**src/rtl/dwc_pkg.sv**
```systemverilog
package dwc_pkg;
    localparam int WIPER_W     = 8;
    localparam int FRAME_LONG  = 16;
    localparam int FRAME_SHORT = 8;
    localparam int CMD_POS     = 2;   // zero-based clock index of command bit 1
    localparam int ADDR_POS    = 6;   // zero-based clock index of address bit 1
    localparam int DATA_POS    = 8;   // zero-based clock index of data bit 7
    localparam int CNT_W       = $clog2(FRAME_LONG + 2);

    typedef enum logic [1:0] {
        CMD_SET_WIPER = 2'b00,
        CMD_SET_NV    = 2'b01,
        CMD_SAVE      = 2'b10,
        CMD_RESTORE   = 2'b11
    } cmd_e;

    typedef enum logic [2:0] {
        S_RECALL,
        S_IDLE,
        S_SHIFT,
        S_COMMIT,
        S_BUSY
    } state_e;

    typedef struct packed {
        logic               valid;
        logic               wr_wiper;
        logic               wr_nv;
        logic               cp_w2n;
        logic               cp_n2w;
        logic               sel_a;
        logic               sel_b;
        logic [WIPER_W-1:0] data;
    } act_t;
endpackage

```
**src/rtl/dwc_sync.sv**
```systemverilog
module dwc_sync #(
    parameter int               WIDTH     = 3,
    parameter int               STAGES    = 2,
    parameter logic [WIDTH-1:0] RESET_VAL = '0
) (
    input  logic             clk,
    input  logic             rst_n,
    input  logic [WIDTH-1:0] d_i,
    output logic [WIDTH-1:0] q_o
);
    logic [WIDTH-1:0] stage_q [STAGES];

    generate
        for (genvar g = 0; g < STAGES; g++) begin : g_stage
            always_ff @(posedge clk or negedge rst_n) begin
                if (!rst_n) begin
                    stage_q[g] <= RESET_VAL;
                end else begin
                    if (g == 0) begin
                        stage_q[g] <= d_i;
                    end else begin
                        stage_q[g] <= stage_q[(g == 0) ? 0 : g - 1];
                    end
                end
            end
        end
    endgenerate

    assign q_o = stage_q[STAGES-1];
endmodule

```
**src/rtl/dwc_frame.sv**
```systemverilog
module dwc_frame
    import dwc_pkg::*;
(
    input  logic               clk,
    input  logic               rst_n,
    input  logic               clr,
    input  logic               en,
    input  logic               sclk_rise,
    input  logic               din,
    output logic [1:0]         cmd_o,
    output logic [1:0]         addr_o,
    output logic [WIPER_W-1:0] data_o,
    output logic [CNT_W-1:0]   cnt_o
);
    localparam logic [CNT_W-1:0] CNT_MAX = CNT_W'(FRAME_LONG + 1);

    logic take;
    assign take = en && sclk_rise;

    always_ff @(posedge clk or negedge rst_n) begin
        if (!rst_n) begin
            cmd_o  <= '0;
            addr_o <= '0;
            data_o <= '0;
            cnt_o  <= '0;
        end else if (clr) begin
            cmd_o  <= '0;
            addr_o <= '0;
            data_o <= '0;
            cnt_o  <= '0;
        end else if (take) begin
            if (cnt_o == CNT_W'(CMD_POS))      cmd_o[1]  <= din;
            if (cnt_o == CNT_W'(CMD_POS + 1))  cmd_o[0]  <= din;
            if (cnt_o == CNT_W'(ADDR_POS))     addr_o[1] <= din;
            if (cnt_o == CNT_W'(ADDR_POS + 1)) addr_o[0] <= din;
            if (cnt_o >= CNT_W'(DATA_POS) && cnt_o < CNT_W'(FRAME_LONG)) begin
                data_o <= {data_o[WIPER_W-2:0], din};
            end
            if (cnt_o != CNT_MAX) cnt_o <= cnt_o + 1'b1;
        end
    end

    // the clock counter saturates one above a long frame
    a_r7_cnt_saturates: assert property (@(posedge clk) disable iff (!rst_n)
        cnt_o <= CNT_MAX);

    // without a qualified capture or clear, the frame contents hold
    a_r1_hold_without_edge: assert property (@(posedge clk) disable iff (!rst_n)
        (!clr && !take) |=> ($stable(cnt_o) && $stable(data_o) && $stable(cmd_o) && $stable(addr_o)));
endmodule

```
**src/rtl/dwc_decode.sv**
```systemverilog
module dwc_decode
    import dwc_pkg::*;
(
    input  logic [1:0]         cmd_i,
    input  logic [1:0]         addr_i,
    input  logic [WIPER_W-1:0] data_i,
    input  logic [CNT_W-1:0]   cnt_i,
    output act_t               act_o
);
    logic is_long, is_short, is_copy, len_ok, addr_ok;

    always_comb begin
        is_long  = (cnt_i == CNT_W'(FRAME_LONG));
        is_short = (cnt_i == CNT_W'(FRAME_SHORT));
        is_copy  = cmd_i[1];
        len_ok   = is_long || (is_short && is_copy);
        addr_ok  = is_copy ? (addr_i != 2'b00) : (addr_i == 2'b01 || addr_i == 2'b10);

        act_o = '0;
        if (len_ok && addr_ok) begin
            act_o.valid = 1'b1;
            act_o.sel_a = addr_i[0];
            act_o.sel_b = addr_i[1];
            act_o.data  = data_i;
            unique case (cmd_e'(cmd_i))
                CMD_SET_WIPER: act_o.wr_wiper = 1'b1;
                CMD_SET_NV:    act_o.wr_nv    = 1'b1;
                CMD_SAVE:      act_o.cp_w2n   = 1'b1;
                CMD_RESTORE:   act_o.cp_n2w   = 1'b1;
            endcase
        end
    end
endmodule

```
**src/rtl/dual_wiper_ctrl.sv**
```systemverilog
module dual_wiper_ctrl
    import dwc_pkg::*;
#(
    parameter logic [7:0] NV_INIT_A   = 8'h80,
    parameter logic [7:0] NV_INIT_B   = 8'h80,
    parameter int         BUSY_CYCLES = 64,
    parameter int         SYNC_STAGES = 2
) (
    input  logic       clk,
    input  logic       rst_n,
    input  logic       spi_csn,
    input  logic       spi_sclk,
    input  logic       spi_din,
    output logic [7:0] wiper_a,
    output logic [7:0] wiper_b,
    output logic       nv_busy
);
    localparam int BUSY_W = $clog2(BUSY_CYCLES + 1);

    state_e              state, state_nx;
    logic [2:0]          sync_q;
    logic                csn_s, sclk_s, din_s;
    logic                csn_d, sclk_d;
    logic                cs_fall, cs_rise, sclk_rise;
    logic [1:0]          f_cmd, f_addr;
    logic [WIPER_W-1:0]  f_data;
    logic [CNT_W-1:0]    f_cnt;
    act_t                act;
    logic                nv_upd;
    logic [WIPER_W-1:0]  nv_a, nv_b;
    logic [BUSY_W-1:0]   busy_cnt;

    dwc_sync #(
        .WIDTH    (3),
        .STAGES   (SYNC_STAGES),
        .RESET_VAL(3'b100)
    ) u_sync (
        .clk  (clk),
        .rst_n(rst_n),
        .d_i  ({spi_csn, spi_sclk, spi_din}),
        .q_o  (sync_q)
    );

    assign csn_s  = sync_q[2];
    assign sclk_s = sync_q[1];
    assign din_s  = sync_q[0];

    always_ff @(posedge clk or negedge rst_n) begin
        if (!rst_n) begin
            csn_d  <= 1'b1;
            sclk_d <= 1'b0;
        end else begin
            csn_d  <= csn_s;
            sclk_d <= sclk_s;
        end
    end

    assign cs_fall   = csn_d && !csn_s;
    assign cs_rise   = !csn_d && csn_s;
    assign sclk_rise = !sclk_d && sclk_s;

    dwc_frame u_frame (
        .clk      (clk),
        .rst_n    (rst_n),
        .clr      (state == S_IDLE && cs_fall),
        .en       (state == S_SHIFT),
        .sclk_rise(sclk_rise),
        .din      (din_s),
        .cmd_o    (f_cmd),
        .addr_o   (f_addr),
        .data_o   (f_data),
        .cnt_o    (f_cnt)
    );

    dwc_decode u_decode (
        .cmd_i (f_cmd),
        .addr_i(f_addr),
        .data_i(f_data),
        .cnt_i (f_cnt),
        .act_o (act)
    );

    assign nv_upd = act.valid && (act.wr_nv || act.cp_w2n);

    // state register
    always_ff @(posedge clk or negedge rst_n) begin
        if (!rst_n) state <= S_RECALL;
        else        state <= state_nx;
    end

    // next-state logic
    always_comb begin
        state_nx = state;
        unique case (state)
            S_RECALL: state_nx = S_IDLE;
            S_IDLE:   if (cs_fall) state_nx = S_SHIFT;
            S_SHIFT:  if (cs_rise) state_nx = S_COMMIT;
            S_COMMIT: state_nx = nv_upd ? S_BUSY : S_IDLE;
            S_BUSY:   if (busy_cnt == '0) state_nx = S_IDLE;
            default:  state_nx = S_IDLE;
        endcase
    end

    // outputs and register banks
    always_ff @(posedge clk or negedge rst_n) begin
        if (!rst_n) begin
            wiper_a  <= '0;
            wiper_b  <= '0;
            nv_a     <= NV_INIT_A;
            nv_b     <= NV_INIT_B;
            busy_cnt <= '0;
        end else begin
            unique case (state)
                S_RECALL: begin
                    wiper_a <= nv_a;
                    wiper_b <= nv_b;
                end
                S_COMMIT: begin
                    if (act.valid) begin
                        if (act.wr_wiper && act.sel_a) wiper_a <= act.data;
                        if (act.wr_wiper && act.sel_b) wiper_b <= act.data;
                        if (act.wr_nv    && act.sel_a) nv_a    <= act.data;
                        if (act.wr_nv    && act.sel_b) nv_b    <= act.data;
                        if (act.cp_w2n   && act.sel_a) nv_a    <= wiper_a;
                        if (act.cp_w2n   && act.sel_b) nv_b    <= wiper_b;
                        if (act.cp_n2w   && act.sel_a) wiper_a <= nv_a;
                        if (act.cp_n2w   && act.sel_b) wiper_b <= nv_b;
                    end
                    busy_cnt <= BUSY_W'(BUSY_CYCLES - 1);
                end
                S_BUSY: begin
                    if (busy_cnt != '0) busy_cnt <= busy_cnt - 1'b1;
                end
                default: ;
            endcase
        end
    end

    assign nv_busy = (state == S_BUSY);

    // wipers move only on reset recall or on commit
    a_r8_wiper_hold: assert property (@(posedge clk) disable iff (!rst_n)
        !(state == S_COMMIT || state == S_RECALL) |=> ($stable(wiper_a) && $stable(wiper_b)));

    // shadow registers change only on commit
    a_r4_nv_hold: assert property (@(posedge clk) disable iff (!rst_n)
        (state != S_COMMIT) |=> ($stable(nv_a) && $stable(nv_b)));

    // recall leaves the wipers equal to the shadows
    a_r9_recall_copies: assert property (@(posedge clk) disable iff (!rst_n)
        (state == S_RECALL) |=> (wiper_a == $past(nv_a) && wiper_b == $past(nv_b)));

    // busy rises only straight out of a commit
    a_r10_busy_after_commit: assert property (@(posedge clk) disable iff (!rst_n)
        $rose(nv_busy) |-> ($past(state) == S_COMMIT));

    // no frame is accepted directly from the busy window
    a_r10_no_shift_from_busy: assert property (@(posedge clk) disable iff (!rst_n)
        (state == S_BUSY) |=> (state != S_SHIFT));

    // a discarded frame leaves every register untouched
    a_r7_discard_no_change: assert property (@(posedge clk) disable iff (!rst_n)
        (state == S_COMMIT && !act.valid) |=>
            ($stable(wiper_a) && $stable(wiper_b) && $stable(nv_a) && $stable(nv_b)));
endmodule

```
**config.mk**
```make
export PLATFORM = sky130hd
export DESIGN_NAME = dual_wiper_ctrl
export DESIGN_NICKNAME = d
export VERILOG_FILES = /design/src/rtl/dwc_pkg.sv /design/src/rtl/dwc_sync.sv /design/src/rtl/dwc_frame.sv /design/src/rtl/dwc_decode.sv /design/src/rtl/dual_wiper_ctrl.sv
export SDC_FILE = /design/constraint.sdc
export NUM_CORES = 1
export LEC_CHECK = 0
export BUFFER_PORTS_ARGS = -buffer_cell sky130_fd_sc_hd__buf_2
export CAP_MARGIN = 15
export CORE_MARGIN = 10
export CORE_UTILIZATION = 25
export CTS_CLUSTER_SIZE = 24
export DETAILED_ROUTE_END_ITERATION = 10
export PLACE_DENSITY = 0.48
export RECOVER_POWER = 25
export SLEW_MARGIN = 15
export SYNTH_ARGS = -nofsm -noshare
export SYNTH_HDL_FRONTEND = slang
export SYNTH_SLANG_ARGS = --single-unit
```
**constraint.sdc**
```tcl
create_clock -name clk -period 4.2 [get_ports clk]
set_input_delay 0.84 -clock clk [delete_from_list [all_inputs] [get_ports clk]]
set_output_delay 0.84 -clock clk [all_outputs]
set_load 0.02 [all_outputs]
```
==> metrics.md, run 1 <==
| Metric | Value |
|---|---|
| Crit path kind | flop to flop |
| Number of antenna violations at the first check in global routing | 0 |
| Setup-violating endpoint count in the final report | 0 |
| Number of gates on the worst path with buffers counted | 7 |
| Peak fanout along the critical path | 51 |
| Worst setup path startpoint | u_frame.addr_o[0]$_DFFE_PN0P_ |
| Ratio of cells with drive above 1 in the final layout | 13.68% |
| Reg2reg start | u_frame.addr_o[0]$_DFFE_PN0P_ |
| Number of gates given a new drive strength after cts | 0 |
| Post-route ant nets | 0 |
| Post-DR vias/cell | 5.214 |
| Share of flip-flops with an asynchronous set or reset | 100.0% |
| Static Leak | 1.633 nW |
| Power density relative to cell area | 510.7 nW/µm² |
| Cell Area, Synth | 3568 µm² |
| Slowest-stage cell, CP | dfrtp_1 |
| Storage element area | 1683 µm² |
| Die outline width | 139.5 µm |
| Minimum clock period | 2.642 ns |
| Count of flip-flops with a built-in enable after synthesis | 0 |
| Arr. time, crit path | 2.86 ns |
| Count of input and output buffers | 21 |
| Most numerous cell in the Yosys netlist | dfrtp_1 |
| Max Root-Sink Buffers | 2 |
| Routed met1 length | 4.592 mm |
| Detail Route met2 WL | 4.352 mm |
| Average wire per standard cell | 17.03 µm |
| Synth warnings | 0 |
| Number of global-route vias before repair | 2812 |
| Post-Syn Area per Cell | 9.723 µm² |
| Family with the most delay on the worst path | flip-flops |
| Signed area change from the synthesized netlist to the final layout | 14.41% |
| Overall fraction of global-route tracks in use | 9.680% |
| Effective utilization at floorplan | 25.61% |
| Total nets after synthesis | 379 |
| Sum of negative setup slack | 0 ns |
| Routed wire length | 9.534 mm |
| Post-CTS Hold Fix Bufs | 0 |
| Number of remaining DRC errors | 0 |
| Number of antenna diodes | 0 |
| Pin count of the biggest net entering global routing | 68 |
| Max-cap violation count | 1 |
| Final cycle utilization of the critical path | 62.91% |
| HPWL after detailed placement | 6.160 mm |
| Total area of multi-input combinational cells | 1734 µm² |
| Worst slew margin | -12.47% |
| Cell types with the highest counts after synthesis | dfrtp_1, o21ai_0, nand2_1 |
| Drt pass-1 iters | 5 |
| Flip-flop cell with the highest count after synthesis | dfrtp_1 |
| Critical Path Max Stage Delay | 0.60 ns |
| Area share of the largest cell type after synthesis | 43.48% |
| Worst min path class | flop to flop |
| Setup slack on the worst flop-to-flop path | 1.56 ns |
| Max IR drop VDD | 0.1938 mV |
| Worst-Skew Late Latency | 0.33 ns |
| Clock-pin slew of the registers on the worst-case setup and hold paths | 0.05 ns |
| Sum of overflow across all layers after global routing | 0 |
| Reg-to-reg critical path endpoint | nv_b[5]$_DFFE_PN0P_ |
| Violations in the final reports | capacitance limit, slew limit |
| Number of distinct library cell variants in the gate-level netlist after synthesis | 51 |
| Buf+Inv Stages, Crit Path | 2 |
| Crit path required time | 4.42 ns |
| Met3 wire length | 441 µm |
| Pins over their slew limit | 68 |
| Largest area contributor in the synthesized netlist | dfrtp_1 |
| Status | finished with violations |
| Number of nets in the layout | 387 |
| Inserted Clock Buffers | 9 |
| Post-DP Area | 3805 µm² |
| Iter 0 DRT Violations | 300 |
| Setup clock skew after layout | 0.006919 ns |
| FILL cells | 1428 |
| # H-tree levels | 3 |
| Final Hold Viols | 0 |
| RSZ-0062 raised after global routing | false |
| Worst setup EP type | flop |
| Wire length of the first global-routing pass | 15.52 mm |
| Measured slew at the worst slew-check pin | 1.687 ns |
| DIE AREA | 19450 µm² |
| Worst reg2reg path depth | 7 |
| Last element of the critical path | nv_b[5]$_DFFE_PN0P_ |
| TritonCTS sink count | 67 |
| Standard-cell rows | 43 |
| Highest Signal Layer | met4 |
| Final estimated routing congestion in global placement | 0.7807 |
| CTS root buf | clkbuf_16 |
| Core area | 13930 µm² |
| Die Y | 139.5 µm |
| Via Count | 2920 |
| TritonCTS clock tree | built |
| Instance count of the mapped netlist | 367 |
| Number of register bits inferred by synthesis | 67 |
| Launching element type of the critical path | flop |
| Design area | 4083 µm² |
| Top cells by area, synth | dfrtp_1, o21ai_0, dfstp_2 |
| I/O pins | 22 |
| Ordered list of cells on the worst path | inv_1 -> ha_1 -> nor2b_1 -> o221a_1 -> buf_4 -> nand4_1 -> a21o_1 |
| Max Fclk | 378.5 MHz |
| Post-CTS Setup Inserts | 0 |
| Seq/Total Area, Yosys | 47.16% |
[registers in the layout, summed over array words and instances, names as in the netlist, 5 cells and up]
name	cells
nv_a	8
wiper_a	8
u_frame.cnt_o	5
u_frame.data_o	8
nv_b	8
busy_cnt	7
wiper_b	8
[through the flow]
| step | cells | setup WS [ns] | hold slack [ns] | total power [mW] | utilization, % |
|---|---|---|---|---|---|
| 2_1_floorplan | 367 | 2.390 | 0.3312 | 1.192 | - |
| 3_3_place_gp | 544 | 1.635 | 0.3334 | 1.393 | 27.31 |
| 3_5_place_dp | 544 | 1.549 | 0.3347 | 1.401 | 27.31 |
| 4_1_cts | 560 | 1.544 | 0.3476 | 2.113 | 29.27 |
| 5_1_grt | 560 | 1.299 | 0.3509 | 2.199 | 29.30 |
| 6_report | 560 | 1.558 | 0.3459 | 2.085 | 29.30 |
[how the worst min path moves through the flow]
stage | from | to | depth (start not counted)
detailed placement | u_sync.stage_q[4]$_DFF_PN0_ | u_sync.q_o[1]$_DFF_PN0_ | 0
global route | u_sync.stage_q[4]$_DFF_PN0_ | u_sync.q_o[1]$_DFF_PN0_ | 0
floorplan | u_sync.stage_q[3]$_DFF_PN0_ | u_sync.q_o[0]$_DFF_PN0_ | 0
global placement | u_sync.stage_q[4]$_DFF_PN0_ | u_sync.q_o[1]$_DFF_PN0_ | 0
CTS | u_sync.stage_q[4]$_DFF_PN0_ | u_sync.q_o[1]$_DFF_PN0_ | 0
finish | u_sync.stage_q[4]$_DFF_PN0_ | u_sync.q_o[1]$_DFF_PN0_ | 0
[layout make-up]
class | count | share of cell area (%)
multi-input combinational | 263 | 42.48
timing repair buffer | 25 | 3.249
inverter | 9 | 0.8275
tap | 180 | 5.516
sequential | 67 | 41.22
clock buffer | 14 | 6.466
clock inverter | 2 | 0.2452
[where the power goes]
group / switching [mW] / internal (mW)
registers: 0.120 / 0.746
clock network: 0.264 / 0.430
logic: 0.352 / 0.171
[worst register-to-register path, cell delays in order (launching register included)]
cell	delay, ns
dfrtp_1	0.60
inv_1	0.13
ha_1	0.29
nor2b_1	0.23
o221a_1	0.22
buf_4	0.42
nand4_1	0.38
a21o_1	0.27
[metal layers]
metal	global-route usage [%]	vias to the layer above
met2	14.57	86
met5	0	-
met4	3.624	0
met3	2.586	13
li1	-	1399
met1	12.88	1422
[cell usage in the layout, fill, tap and decap left out, types with 3 or more instances in the layout]
| cell type | instances |
|---|---|
| nor2_1 | 11 |
| a31oi_1 | 16 |
| inv_1 | 9 |
| dfrtp_1 | 62 |
| o221ai_1 | 14 |
| mux2i_1 | 8 |
| a22oi_1 | 16 |
| nor2b_1 | 6 |
| a21oi_1 | 8 |
| nor3_1 | 5 |
| dfstp_2 | 4 |
| nand3_1 | 23 |
| o21ai_0 | 42 |
| ha_1 | 7 |
| buf_4 | 3 |
| and3_1 | 17 |
| a211oi_1 | 16 |
| clkbuf_1 | 3 |
| a21o_1 | 3 |
| buf_2 | 21 |
| nor4_1 | 3 |
| nand2b_1 | 3 |
| nand3b_1 | 4 |
| nand2_1 | 25 |
| clkbuf_16 | 9 |
| xnor2_1 | 4 |
[kinds of logic (layout without fill, tap and decap cells)]
group / Yosys count / in the layout / share of synthesized area (%)
flip-flops: 67 / 67 / 47.16
multiplexers: 8 / 8 / 2.244
adder cells (fa/ha/maj): 7 / 7 / 2.454
AND/OR/NAND/NOR: 116 / 116 / 18.55
buffers and inverters: 37 / 50 / 4.558
XOR/XNOR: 7 / 7 / 1.929
AO/OA/AOI/OAI: 125 / 125 / 23.11
(Power assumes the default switching activity.)
==> inputs of run 2 (changes only) <==
==> constraint.sdc (replaced) <==
create_clock -name clk -period 2.7 [get_ports clk]
set_input_delay 0.54 -clock clk [delete_from_list [all_inputs] [get_ports clk]]
set_output_delay 0.54 -clock clk [all_outputs]
set_load 0.02 [all_outputs]
==> run 2 against run 1 <==
Against the previous run:
- the flow now finishes without violations
- global-route usage grew 0.52 points
- fmax grew 20%
- total power grew 62%
- non-clock buffer count grew 9
- largest cell class unchanged
- largest power group unchanged
- setup slack lost 1.1 ns
- highest routed layer unchanged
- utilization grew 0.70 points
- hold slack lost 0.034 ns
- count of clock-buffer cells in the layout is the same
- clock power grew 71%
==> metrics.md, run 2 (synthesis results as in run 1) <==
| Metric | Value |
|---|---|
| Pin count of the biggest net entering global routing | 52 (-24%) |
| Average wire per standard cell | 17.75 µm (+4.3%) |
| Final Hold Viols | 0 (unchanged) |
| I/O pins | 22 (unchanged) |
| Busiest grt layer | met2 |
| Sum of negative setup slack | 0 ns (unchanged) |
| Pins over their slew limit | 0 (-100%) |
| Drt pass-1 iters | 5 (unchanged) |
| Crit path kind | flop to flop |
| Worst slew margin | 12.79% (+25 points) |
| Ordered list of cells on the worst path | nand3b_1 -> buf_4 -> nor3_2 -> a21o_1 -> a31oi_1 |
| Family with the most delay on the worst path | simple AND/OR/NAND/NOR gates |
| Launching element type of the critical path | flop |
| Design area | 4180 µm² (+2.4%) |
| Critical Path Max Stage Delay | 0.57 ns (-0.03 ns) |
| Worst min path class | input pin to flop |
| M3 GR Usage | 2.620% (+0.034 points) |
| TritonCTS clock tree | built |
| Clock-pin slew of the registers on the worst-case setup and hold paths | 0.06 ns (about the same) |
| Met2 capacity usage during global routing | 15.32% (+0.75 points) |
| Final cycle utilization of the critical path | 81.85% (+19 points) |
| Power density relative to cell area | 807.8 nW/µm² (+58%) |
| Post-route ant nets | 0 (unchanged) |
| Minimum clock period | 2.210 ns (-0.4320 ns) |
| Number of global-route vias before repair | 2928 (+4.1%) |
| Setup-violating endpoint count in the final report | 0 (unchanged) |
| Crit path required time | 2.89 ns (-1.53 ns) |
| Max Root-Sink Buffers | 2 (unchanged) |
| Sum of overflow across all layers after global routing | 0 (unchanged) |
| Peak fanout along the critical path | 13 (-75%) |
| Max Fclk | 452.5 MHz (+20%) |
| DIE AREA | 19450 µm² (unchanged) |
| Post-CTS Hold Fix Bufs | 0 (unchanged) |
| Number of antenna diodes | 0 (unchanged) |
| Slowest-stage cell, CP | nor3_2 |
| Worst-Skew Late Latency | 0.33 ns (about the same) |
| Overall fraction of global-route tracks in use | 10.20% (+0.52 points) |
| Leading cell types in the layout, fill and taps excluded | dfrtp_1, o21ai_0, nand2_1 |
| Fraction of met1 tracks used by global routing | 13.52% (+0.64 points) |
| FILL cells | 1427 (-0.070%) |
| Number of antenna violations at the first check in global routing | 0 (unchanged) |
| Via Count | 3013 (+3.2%) |
| Die Y | 139.5 µm (unchanged) |
| Buf+Inv Stages, Crit Path | 1 (-1) |
| HPWL after detailed placement | 6.678 mm (+8.4%) |
| Measured slew at the worst slew-check pin | 1.308 ns (-0.3788 ns) |
| Number of remaining DRC errors | 0 (unchanged) |
| Max IR drop VDD | 0.2923 mV (+51%) |
| Wire length of the first global-routing pass | 16.10 mm (+3.7%) |
| Die outline width | 139.5 µm (unchanged) |
| Max-cap violation count | 0 (-1) |
| Ratio of cells with drive above 1 in the final layout | 15.42% (+1.7 points) |
| Setup slack on the worst flop-to-flop path | 0.49 ns (-1.07 ns) |
| Number of nets in the layout | 396 (+2.3%) |
| Post-CTS Setup Inserts | 0 (unchanged) |
| Arr. time, crit path | 2.40 ns (-0.46 ns) |
| Number of gates given a new drive strength after cts | 0 (unchanged) |
| Final estimated routing congestion in global placement | 0.7720 (-1.1%) |
| Most common cell after layout, fill and taps aside | dfrtp_1 |
| Inserted Clock Buffers | 9 (unchanged) |
| Post-DR vias/cell | 5.295 (+1.6%) |
| Post-DP Area | 3885 µm² (+2.1%) |
| Worst setup EP type | flop |
| Signed area change from the synthesized netlist to the final layout | 17.15% |
| Setup clock skew after layout | 0.009138 ns (+0.002219 ns) |
| TritonCTS sink count | 67 (unchanged) |
| Iter 0 DRT Violations | 305 (+1.7%) |
| Effective utilization at floorplan | 25.61% (unchanged) |
| Standard-cell rows | 43 (unchanged) |
| CTS root buf | clkbuf_16 |
| Core area | 13930 µm² (unchanged) |
| RSZ-0062 raised after global routing | false |
| Routed wire length | 10.10 mm (+6.0%) |
| Count of input and output buffers | 21 (unchanged) |
| Static Leak | 1.687 nW (+3.3%) |
| Status | complete, no violations |
| # H-tree levels | 3 (unchanged) |
==> run 2: final cells by class <==
class / count / area (µm²) / share of cell area [%]
well taps: 180 / 225.2 / 5.388
inverters: 9 / 33.78 / 0.8081
clock buffers: 14 / 264.0 / 6.315
multi-input cells: 263 / 1728 / 41.33
repair buffers: 34 / 211.5 / 5.058
clock inverters: 2 / 35.03 / 0.8381
flip-flops and latches: 67 / 1683 / 40.26
==> run 2: per-layer routing <==
metal / up-vias / wire length, µm
met5: - / 0
met4: 0 / 210
met3: 21 / 513
met2: 97 / 4642
met1: 1478 / 4735
li1: 1417 / -
==> run 2: path summary, 6_finish.rpt <==
path	startpoint	end	cells after the start
worst max-delay path	state[2]$_DFFE_PN0P_	wiper_a[5]$_DFFE_PN0P_	5
worst min-delay path	spi_csn	u_sync.stage_q[5]$_DFF_PN1_	1
worst max register to register	state[2]$_DFFE_PN0P_	wiper_a[5]$_DFFE_PN0P_	5
worst min register to register	u_sync.stage_q[4]$_DFF_PN0_	u_sync.q_o[1]$_DFF_PN0_	0
max in group asynchronous	rst_n	u_sync.stage_q[5]$_DFF_PN1_	2
min in group asynchronous	rst_n	u_frame.data_o[0]$_DFFE_PN0P_	1
==> run 2: through the flow <==
step / utilization [%] / hold slack [ns] / std cells / total power, mW / setup slack (ns)
finish: 30.00 / 0.3123 / 569 / 3.377 / 0.4899
global route: 30.00 / 0.3039 / 569 / 3.553 / 0.3211
CTS: 30.03 / 0.2021 / 569 / 3.419 / 0.5281
detailed placement: 27.88 / 0.3386 / 553 / 2.210 / 0.5171
global placement: 27.88 / 0.3344 / 553 / 2.197 / 0.5407
floorplan: - / 0.2444 / 367 / 1.854 / 0.8926
==> run 2: power breakdown <==
group          internal (mW)  switching (mW)  total, mW  leakage [nW]
sequential              1.16           0.150       1.31         0.839
combinational          0.287           0.587      0.874         0.701
clock                  0.765           0.426       1.19         0.147
total                   2.21            1.16       3.38          1.69
==> inputs of run 3 (changes only) <==
--- a/config.mk
+++ b/config.mk
@@ -5,6 +5,7 @@
 export SDC_FILE = /design/constraint.sdc
 export NUM_CORES = 1
 export LEC_CHECK = 0
+export ABC_AREA = 1
 export BUFFER_PORTS_ARGS = -buffer_cell sky130_fd_sc_hd__buf_2
 export CAP_MARGIN = 15
 export CORE_MARGIN = 10
==> constraint.sdc (replaced) <==
create_clock -name clk -period 2.1 [get_ports clk]
set_input_delay 0.42 -clock clk [delete_from_list [all_inputs] [get_ports clk]]
set_output_delay 0.42 -clock clk [all_outputs]
set_load 0.02 [all_outputs]
==> run 3 against run 2 <==
Against the previous run:
- critical path depth up 5
- sequential power is 26% higher
- die area rose by 0.75%
- largest cell class is now registers
- combinational power increased by 54%
- highest routed layer unchanged
==> metrics.md, run 3 <==
| Metric | Value |
|---|---|
| Final standard cell count with taps included and fillers excluded | 667 (+17%) |
| Crit path kind | flop to flop |
| Die Y | 140.0 µm (+0.38%) |
| Signed area change from the synthesized netlist to the final layout | 20.61% |
| Power density relative to cell area | 1094 nW/µm² (+35%) |
| Peak fanout along the critical path | 13 (unchanged) |
| Setup-violating endpoint count in the final report | 0 (unchanged) |
| TritonCTS sink count | 67 (unchanged) |
| I/O pins | 22 (unchanged) |
| Ordered list of cells on the worst path | inv_1 -> ha_1 -> nand2_1 -> nor2_8 -> buf_12 -> nand4_4 -> nand2_1 -> nand2_1 -> nand3_1 -> nand2_1 |
| Most numerous cell in the Yosys netlist | nand2_1 |
| Worst-Skew Late Latency | 0.34 ns (about the same) |
| Final Hold Viols | 0 (unchanged) |
| Area share of the largest cell type after synthesis | 43.10% (-0.38 points) |
| Post-DR vias/cell | 4.633 (-13%) |
| Inst Count DP | 651 (+18%) |
| Iter 0 DRT Violations | 246 (-19%) |
| Largest area contributor in the synthesized netlist | dfrtp_1 |
| Seq/Total Area, Yosys | 46.75% (-0.41 points) |
| Via Count | 3090 (+2.6%) |
| Most common cell after layout, fill and taps aside | nand2_1 |
| Share of flip-flops with an asynchronous set or reset | 100.0% (unchanged) |
| Crit path required time | 2.33 ns (-0.56 ns) |
| Drt pass-1 iters | 5 (unchanged) |
| Ratio of cells with drive above 1 in the final layout | 17.04% (+1.6 points) |
| Wire length of the first global-routing pass | 16.30 mm (+1.2%) |
| Pins over their slew limit | 0 (unchanged) |
| Pin count of the biggest net entering global routing | 28 (-46%) |
| Last element of the critical path | wiper_b[4]$_DFFE_PN0P_ |
| Launching element type of the critical path | flop |
| Max Root-Sink Buffers | 2 (unchanged) |
| Number of antenna diodes | 0 (unchanged) |
| Arr. time, crit path | 2.13 ns (-0.27 ns) |
| Number of global-route vias before repair | 3072 (+4.9%) |
| Slowest-stage cell, CP | dfrtp_1 |
| Worst slew margin | 1.923% (-11 points) |
| Clock-pin slew of the registers on the worst-case setup and hold paths | 0.06 ns (about the same) |
| FILL cells | 1513 (+6.0%) |
| Routed wire length | 9.613 mm (-4.8%) |
| Inserted Clock Buffers | 9 (unchanged) |
| TritonCTS clock tree | built |
| Post-Syn Area per Cell | 8.053 µm² (-17%) |
| Critical Path Max Stage Delay | 0.41 ns (-0.16 ns) |
| Final cycle utilization of the critical path | 90.17% (+8.3 points) |
| Static Leak | 2.251 nW (+33%) |
| HPWL after detailed placement | 7.156 mm (+7.2%) |
| Count of input and output buffers | 21 (unchanged) |
| Worst setup EP type | flop |
| Synth warnings | 0 (unchanged) |
| Measured slew at the worst slew-check pin | 1.471 ns (+0.1630 ns) |
| Number of remaining DRC errors | 0 (unchanged) |
| Top cells by area, synth | dfrtp_1, nand3_1, nand2_1 |
| Setup clock skew after layout | 0.008755 ns (-0.0003830 ns) |
| Standard-cell rows | 43 (unchanged) |
| Top cell by count, worst path | nand2_1 |
| Worst min path class | input pin to flop |
| Worst reg2reg path depth | 10 (+5) |
| Core area | 13990 µm² (+0.39%) |
| Family with the most delay on the worst path | simple AND/OR/NAND/NOR gates |
| Max Fclk | 528.1 MHz (+17%) |
| Number of distinct library cell variants in the gate-level netlist after synthesis | 29 (-43%) |
| Cell types with the highest counts after synthesis | nand2_1, nand3_1, dfrtp_1 |
| Status | complete, no violations |
| Minimum clock period | 1.893 ns (-0.3166 ns) |
| Overall fraction of global-route tracks in use | 10.32% (+0.12 points) |
| Number of antenna violations at the first check in global routing | 0 (unchanged) |
| Post-CTS Hold Fix Bufs | 0 (unchanged) |
| CTS root buf | clkbuf_16 |
| Reg2reg start | u_frame.cnt_o[1]$_DFFE_PN0P_ |
| Number of nets in the layout | 494 (+25%) |
| Reg-to-reg critical path endpoint | wiper_b[4]$_DFFE_PN0P_ |
| Final estimated routing congestion in global placement | 0.9086 (+18%) |
| Count of flip-flops with a built-in enable after synthesis | 0 (unchanged) |
| # H-tree levels | 3 (unchanged) |
| Flip-flop cell with the highest count after synthesis | dfrtp_1 |
| Max-cap violation count | 0 (unchanged) |
| Max IR drop VDD | 0.3701 mV (+27%) |
| Instance count of the mapped netlist | 447 (+22%) |
| Leading cell types in the layout, fill and taps excluded | nand2_1, nand3_1, dfrtp_1 |
| Worst setup path startpoint | u_frame.cnt_o[1]$_DFFE_PN0P_ |
| Setup slack on the worst flop-to-flop path | 0.21 ns (-0.28 ns) |
| Sum of overflow across all layers after global routing | 0 (unchanged) |
| Buf+Inv Stages, Crit Path | 2 (+1) |
| Sum of negative setup slack | 0 ns (unchanged) |
| Number of register bits inferred by synthesis | 67 (unchanged) |
| DIE AREA | 19600 µm² (+0.75%) |
| RSZ-0062 raised after global routing | false |
| Effective utilization at floorplan | 25.73% (+0.13 points) |
| Post-route ant nets | 0 (unchanged) |
| Number of gates on the worst path with buffers counted | 10 (+5) |
| Average wire per standard cell | 14.41 µm (-19%) |
| Cell Area, Synth | 3600 µm² (+0.88%) |
| Total nets after synthesis | 459 (+21%) |
| Die outline width | 140.0 µm (+0.38%) |
## run 3: cell types whose count changed after synthesis, moves of 17 or more
cell | before | now
inv_1 | 9 | 59
nand2_1 | 25 | 95
and3_1 | 17 | 0
o21ai_0 | 42 | 12
nand4_1 | 1 | 19
o21ai_1 | 1 | 27
nand3_1 | 23 | 87
## run 3: area by class of cell
class / count / area, µm² / area share, %
Sequential cell: 67 / 1683 / 38.76
Inverter: 70 / 265.3 / 6.110
Clock inverter: 7 / 116.4 / 2.680
Multi-Input combinational cell: 299 / 1595 / 36.74
Timing Repair Buffer: 35 / 231.5 / 5.331
Clock buffer: 9 / 225.2 / 5.187
Tap cell: 180 / 225.2 / 5.187
## run 3: what timing repair did
item                       CTS  global route
buffers inserted             0             0
setup endpoints to repair    0             1
gates resized for setup      0             1
## run 3: logic make-up after synthesis
logic type,Yosys count,synth area share [%]
XOR/XNOR,3,0.7301
flip-flops,67,46.75
adder cells (fa/ha/maj),7,2.433
AND/OR/NAND/NOR,239,33.89
AO/OA/AOI/OAI,50,7.195
buffers and inverters,81,9.002
## run 3: stage by stage
stage | hold WS, ns | total power, mW | cell area [µm²] | setup WS (ns) | util, %
3_5_place_dp | 0.3363 | 3.044 | 4014 | 0.1895 | 28.69
4_1_cts | 0.1164 | 4.825 | 4355 | 0.1693 | 31.14
3_3_place_gp | 0.3315 | 3.025 | 4014 | 0.2141 | 28.69
6_report | 0.1738 | 4.749 | 4342 | 0.2065 | 31.04
5_1_grt | 0.1587 | 5.066 | 4342 | 0.01271 | 31.04
2_1_floorplan | 0.1244 | 2.601 | 3606 | 0.01119 | -
## run 3: worst min path at each step
stage                                            from                     endpoint  slack [ns]  cells after the start
final                                         spi_csn  u_sync.stage_q[5]$_DFF_PN1_        0.17                      1
after floorplan                                 rst_n      busy_cnt[0]$_DFFE_PN0P_        0.12                      0
after detailed placement  u_sync.stage_q[3]$_DFF_PN0_      u_sync.q_o[0]$_DFF_PN0_        0.34                      0
after global routing                         spi_sclk  u_sync.stage_q[4]$_DFF_PN0_        0.16                      1
after CTS                                       rst_n          nv_b[6]$_DFFE_PN0P_        0.12                      1
after global placement    u_sync.stage_q[3]$_DFF_PN0_      u_sync.q_o[0]$_DFF_PN0_        0.33                      0
## run 3: power breakdown
part	internal (mW)	switching, mW
registers	1.48	0.167
logic	0.436	0.910
clock network	1.16	0.599
total	3.07	1.68
## run 3: per-layer routing
layer / vias up / global-route usage, % / wire length [µm]
li1: 1555 / - / -
met5: - / 0 / 0
met4: 0 / 3.913 / 126
met1: 1458 / 13.44 / 4595
met2: 65 / 15.39 / 4413
met3: 12 / 3.448 / 477
## run 3: worst reg2reg max path, delay by kind of cell (launching register included)
family	cells	cell delay [ns]
and+or+nand+nor	7	0.93
DFF	1	0.41
buffers and inverters	2	0.27
adders and majority gates	1	0.17
